**config.mk**
```make
export PLATFORM = sky130hd
export DESIGN_NAME = fdc_glue
export DESIGN_NICKNAME = d
export VERILOG_FILES = /design/src/rtl/fdc_glue_pkg.sv /design/src/rtl/fdc_glue_regs.sv /design/src/rtl/fdc_glue_dma.sv /design/src/rtl/fdc_glue_route.sv /design/src/rtl/fdc_glue.sv
export SDC_FILE = /design/constraint.sdc
export NUM_CORES = 1
export LEC_CHECK = 0
export BUFFER_PORTS_ARGS = -buffer_cell sky130_fd_sc_hd__clkbuf_2
export CAP_MARGIN = 30
export CORE_MARGIN = 2
export CORE_UTILIZATION = 50
export DETAILED_ROUTE_END_ITERATION = 8
export PLACE_DENSITY = 0.86
export SYNTH_ARGS = -nofsm -noshare
export SYNTH_HDL_FRONTEND = slang
export SYNTH_SLANG_ARGS = --single-unit
```
**constraint.sdc**
```tcl
create_clock -name clk -period 2.02 [get_ports clk]
set_input_delay 0.202 -clock clk [delete_from_list [all_inputs] [get_ports clk]]
set_output_delay 0.202 -clock clk [all_outputs]
set_load 0.01 [all_outputs]
```
**src/rtl/fdc_glue_pkg.sv**
```systemverilog
package fdc_glue_pkg;

    typedef enum logic [1:0] {
        DMA_IDLE = 2'd0,
        DMA_WAIT = 2'd1,
        DMA_LATE = 2'd2
    } dma_state_t;

    localparam logic [2:0] PORT_CTRL  = 3'd1;
    localparam logic [2:0] PORT_MOTOR = 3'd2;
    localparam logic [2:0] PORT_READ  = 3'd7;

    typedef struct packed {
        logic [1:0] zero;
        logic       overrun;
        logic       ctrl;
        logic [3:0] motor;
    } readback_t;

endpackage

```
**src/rtl/fdc_glue_regs.sv**
```systemverilog
module fdc_glue_regs
    import fdc_glue_pkg::*;
#(
    parameter int DRIVES = 4
) (
    input  logic              clk,
    input  logic              rst_n,
    input  logic              wr_stb,
    input  logic [2:0]        wr_port,
    input  logic [DRIVES-1:0] wr_data,
    input  logic              ctrl_data,
    output logic [DRIVES-1:0] motor_q,
    output logic              ctrl_q,
    output logic              ctrl_wr
);

    logic motor_wr;

    always_comb begin
        motor_wr = wr_stb && (wr_port == PORT_MOTOR);
        ctrl_wr  = wr_stb && (wr_port == PORT_CTRL);
    end

    always_ff @(posedge clk) begin
        if (!rst_n) begin
            motor_q <= '0;
            ctrl_q  <= 1'b0;
        end else begin
            if (motor_wr) motor_q <= wr_data;
            if (ctrl_wr)  ctrl_q  <= ctrl_data;
        end
    end

endmodule

```
**src/rtl/fdc_glue_dma.sv**
```systemverilog
module fdc_glue_dma
    import fdc_glue_pkg::*;
#(
    parameter int FAST_CYC = 800,
    parameter int SLOW_CYC = 3200
) (
    input  logic clk,
    input  logic rst_n,
    input  logic slow_rate,
    input  logic req,
    input  logic ack,
    input  logic clr_ovr,
    output logic overrun
);

    localparam int MAX_CYC = (SLOW_CYC > FAST_CYC) ? SLOW_CYC : FAST_CYC;
    localparam int CW      = $clog2(MAX_CYC + 1);

    dma_state_t      state_q, state_d;
    logic [CW-1:0]   cnt_q, cnt_d;
    logic [CW-1:0]   last_cnt;
    logic            expire;

    always_comb begin
        last_cnt = slow_rate ? CW'(SLOW_CYC - 1) : CW'(FAST_CYC - 1);
        expire   = 1'b0;
        state_d  = state_q;
        cnt_d    = cnt_q;
        unique case (state_q)
            DMA_IDLE: begin
                cnt_d = '0;
                if (req) state_d = DMA_WAIT;
            end
            DMA_WAIT: begin
                if (ack) begin
                    state_d = DMA_IDLE;
                end else if (cnt_q >= last_cnt) begin
                    state_d = DMA_LATE;
                    expire  = 1'b1;
                end else begin
                    cnt_d = cnt_q + 1'b1;
                end
            end
            DMA_LATE: begin
                if (ack || !req) state_d = DMA_IDLE;
            end
            default: state_d = DMA_IDLE;
        endcase
    end

    always_ff @(posedge clk) begin
        if (!rst_n) begin
            state_q <= DMA_IDLE;
            cnt_q   <= '0;
        end else begin
            state_q <= state_d;
            cnt_q   <= cnt_d;
        end
    end

    always_ff @(posedge clk) begin
        if (!rst_n)       overrun <= 1'b0;
        else if (expire)  overrun <= 1'b1;
        else if (clr_ovr) overrun <= 1'b0;
    end

endmodule

```
**src/rtl/fdc_glue_route.sv**
```systemverilog
module fdc_glue_route (
    input  logic clk,
    input  logic rst_n,
    input  logic irq_route,
    input  logic fdc_int,
    input  logic fdc_we,
    input  logic dma_ack,
    output logic done_flag,
    output logic irq_req,
    output logic dma_rd_mem,
    output logic dma_wr_mem
);

    always_ff @(posedge clk) begin
        if (!rst_n) begin
            irq_req   <= 1'b0;
            done_flag <= 1'b0;
        end else begin
            irq_req   <= fdc_int && irq_route;
            done_flag <= fdc_int && !irq_route;
        end
    end

    always_comb begin
        dma_rd_mem = dma_ack && fdc_we;
        dma_wr_mem = dma_ack && !fdc_we;
    end

endmodule

```
**src/rtl/fdc_glue.sv**
```systemverilog
module fdc_glue
    import fdc_glue_pkg::*;
#(
    parameter int FAST_CYC = 800,
    parameter int SLOW_CYC = 3200
) (
    input  logic       clk,
    input  logic       rst_n,
    input  logic       out_strobe,
    input  logic [2:0] out_port,
    input  logic       in_strobe,
    input  logic [2:0] in_port,
    input  logic [7:0] data_in,
    output logic [7:0] data_out,
    output logic       data_oe,
    input  logic       cfg_shared_motor,
    input  logic       cfg_irq_route,
    input  logic       cfg_slow_rate,
    input  logic       fdc_we,
    input  logic       fdc_int,
    input  logic       dma_req,
    input  logic       dma_ack,
    output logic [3:0] motor_on,
    output logic       ctrl_bit,
    output logic       dma_rd_mem,
    output logic       dma_wr_mem,
    output logic       done_flag,
    output logic       irq_req
);

    localparam int DRIVES = 4;

    logic [DRIVES-1:0] motor_q;
    logic              ctrl_wr;
    logic              overrun;
    logic              unused_hi;
    readback_t         rb;

    assign unused_hi = ^data_in[7:4];

    fdc_glue_regs #(.DRIVES(DRIVES)) u_regs (
        .clk      (clk),
        .rst_n    (rst_n),
        .wr_stb   (out_strobe),
        .wr_port  (out_port),
        .wr_data  (data_in[DRIVES-1:0]),
        .ctrl_data(data_in[3]),
        .motor_q  (motor_q),
        .ctrl_q   (ctrl_bit),
        .ctrl_wr  (ctrl_wr)
    );

    fdc_glue_dma #(.FAST_CYC(FAST_CYC), .SLOW_CYC(SLOW_CYC)) u_dma (
        .clk      (clk),
        .rst_n    (rst_n),
        .slow_rate(cfg_slow_rate),
        .req      (dma_req),
        .ack      (dma_ack),
        .clr_ovr  (ctrl_wr),
        .overrun  (overrun)
    );

    fdc_glue_route u_route (
        .clk       (clk),
        .rst_n     (rst_n),
        .irq_route (cfg_irq_route),
        .fdc_int   (fdc_int),
        .fdc_we    (fdc_we),
        .dma_ack   (dma_ack),
        .done_flag (done_flag),
        .irq_req   (irq_req),
        .dma_rd_mem(dma_rd_mem),
        .dma_wr_mem(dma_wr_mem)
    );

    generate
        for (genvar d = 0; d < DRIVES; d++) begin : g_motor
            if (d == 1) begin : g_pair
                assign motor_on[d] = cfg_shared_motor ? motor_q[0] : motor_q[d];
            end else begin : g_solo
                assign motor_on[d] = motor_q[d];
            end
        end
    endgenerate

    always_comb begin
        rb.zero    = 2'b00;
        rb.overrun = overrun;
        rb.ctrl    = ctrl_bit;
        rb.motor   = motor_q;
        data_oe    = in_strobe && (in_port == PORT_READ);
        data_out   = data_oe ? rb : 8'h00;
    end

endmodule

```
==> flow_summary.ini <==
[job]
drv_cap = 0

[layout]
seq_area_um2 = 440.4
syn_to_final_growth_pct = 15.19
nFillCells = 223
fin_area_um2 = 1528
antenna_cells = 0
final_nets = 216
utilization_pct = 61.11
drive_gt1_share_pct = 27.32
multi_input_area_um2 = 787.0

[detailed_routing]
vias_per_cell = 5.793
num_vias = 1234
drc = 0
routed_wl_mm = 2.868
drtIter0Drc = 48
first_pass_iters = 4
drt-wirelength-per-cell_um = 13.46
ant_nets = 0

[setup_path]
slowest_delay_ps = 430
crit_path_cell_trace = ha_1 > a211oi_2 > o21ai_2 > a21o_4 > or3_2 > a21oi_1
r2r_setup_slack_ps = 60
slowest_stage = dfxtp_1
crit_arrival_ps = 2210
worstPathRequired_ps = 2270
worstSetupPathType = reg -> reg
r2r_start = u_dma.cnt_q[6]
reg2reg_depth = 6
cp-end-kind = flop
crit_fanout = 16
crit_family = compound AO/OA/AOI/OAI gates
startpoint_type = flop
rr_endpoint = u_dma.cnt_q[2]
critPathBufInv = 0

[sta]
timing.final.max_slew_violations = 0
hold_viol = 0
setup_tns_ps = 0
finalSetupViolations = 0
fin_ws_ps = 63.14
fin_crit_sh_pct = 96.87
period_minus_slack_ps = 1957
grt_setup_unrepaired = no
fin_skew_ps = 11.62
max_freq_mhz = 511.0

[cts]
cts_sinks = 22
clock-root-buffer = clkbuf_4
cts_setup_buffers = 0
cts_buffer_depth = 2
ctsHoldBuffers = 0
clk_pin_slew_ps = 130
cts.repair.resized = 0
clock_latency_ps = 310
h-tree-depth = 1
cts_buffers = 3
tritoncts = built

[worst_hold_path]
hp-class = in -> reg
hold_start = cfg_irq_route
holdPathEnd = u_route.done_flag
hold-path-cell-count = 2

[grt]
grt_pass1_wl_mm = 4.678
gr-total-overflow = 0
grt_max_degree = 17
grt_usage_pct = 18.93
grt_pass1_vias = 1143
antenna_found_initial = 0

[place]
post-dp-hpwl_mm = 2.258
port_buffers = 36
place_congestion = 0.8459
pre_cts_ws_ps = 10.12
placed_area_um2 = 1475

[logic_synthesis]
ys.flop_type = dfxtp_1
synth_seq_cells = 22
synth.yosys.seq_area_share_pct = 33.21
yosysWarningCount = 0
ys_types = 39
syn_inst = 152
synthArstFlopShare_pct = 0
synth_edf_count = 0
syn_area_um2 = 1326
avgSynthCellArea_um2 = 8.725

[die]
start_util_pct = 53.05
die_area_um2 = 3080
core-area_um2 = 2500
num_rows = 18
dieWidth_um = 55.50
io-pin-count = 43
die_h_um = 55.50

[outcome]
status = finished clean

[power]
clockPowerShare_pct = 38.4
p_seq_share_pct = 50.7
finalPower_uw = 875.3
p_switching_uw = 194.3
p_leak_uw = 0.0006722
ir_drop_uv = 367.1
p_int_uw = 681.0
power_density_nw_per_um2 = 573.0
p_sw_share_pct = 22.20
combPwrFrac_pct = 10.9
layout make-up:
class | instances | area share, %
Sequential cell | 22 | 28.83
Timing Repair Buffer | 38 | 12.78
Clock buffer | 3 | 1.474
Multi-Input combinational cell | 115 | 51.52
Clock inverter | 1 | 1.966
Tap cell | 30 | 2.457
Inverter | 4 | 0.9828
sequential cells by signal, summed over array words and instances, names as in the netlist:
name               count
u_regs.motor_q         4
u_dma.cnt_q           12
u_route.done_flag      1
u_dma.overrun          1
u_route.irq_req        1
u_dma.state_q          2
u_regs.ctrl_q          1
cells in the mapped netlist, drive strengths merged, types with 5 or more instances:
| cell | count | area share [%] |
|---|---|---|
| and2 | 7 | 3.3 |
| dfxtp | 22 | 33 |
| nand2 | 17 | 4.8 |
| nand3 | 8 | 3.0 |
| ha | 7 | 6.6 |
| o2111ai | 7 | 4.6 |
| nor2 | 7 | 2.0 |
| mux2i | 7 | 5.3 |
| buf | 10 | 6.0 |
| a21oi | 8 | 3.0 |
| o21ai | 5 | 2.2 |
through the flow:
stage	std cells	hold WS, ps
6_report	213	41.39
5_1_grt	213	14.02
4_1_cts	213	33.37
3_5_place_dp	209	379.9
3_3_place_gp	209	371.4
2_1_floorplan	153	273.5
logic make-up after synthesis:
kind of cell / count (synthesis) / share of synthesized area, %
fa+ha+maj: 7 / 6.603
flops: 22 / 33.21
other cells: 1 / 0.2827
buf+inv: 16 / 7.735
compound gates: 33 / 19.15
simple gates: 65 / 26.89
mux: 8 / 6.132
power by group through the flow:
stage / registers (uW) / clock network [uW] / logic [uW]
after CTS: 444 / 347 / 95.4
after global routing: 445 / 364 / 105
final: 443 / 336 / 95.6
after floorplan: 453 / 0 / 65.5
after detailed placement: 453 / 0 / 94.9
after global placement: 453 / 0 / 89.9
cells in the final DEF, fill, tap and decap left out, types with 2 or more instances in the layout:
cell type and count:
a2111o_1 4, a21oi_1 8, a31oi_1 2, and2_1 7, and3_1 3, and4_1 3, buf_4 2, clkbuf_2 36
clkbuf_4 3, conb_1 2, dfxtp_1 22, ha_1 7, inv_1 4, mux2i_1 7, nand2_1 17, nand3_1 8
nand3b_1 2, nand4_1 2, nor2_1 7, nor2b_1 4, o2111ai_1 7, o211ai_1 2, o21ai_0 4, or2_2 3
or3_1 3
metal layers:
layer	up-vias	GRT usage, %	share of wire (%)	wire length (um)
met3	6	3.513	5.4	156
met2	44	35.54	52	1485
met5	-	0	0	0
met1	565	19.80	41	1175
met4	0	9.408	1.8	51
li1	619	-	-	-
how the worst max path moves through the flow:
stage / from / endpoint / depth (start not counted)
after detailed placement: cfg_slow_rate / u_dma.cnt_q[2] / 8
after global routing: u_dma.cnt_q[6] / u_dma.cnt_q[2] / 6
after floorplan: u_dma.cnt_q[6] / u_dma.cnt_q[10] / 7
after CTS: u_dma.cnt_q[6] / u_dma.cnt_q[2] / 6
final: u_dma.cnt_q[6] / u_dma.cnt_q[2] / 6
after global placement: cfg_slow_rate / u_dma.cnt_q[2] / 8
Note: power is estimated with default switching activity, not from simulation.
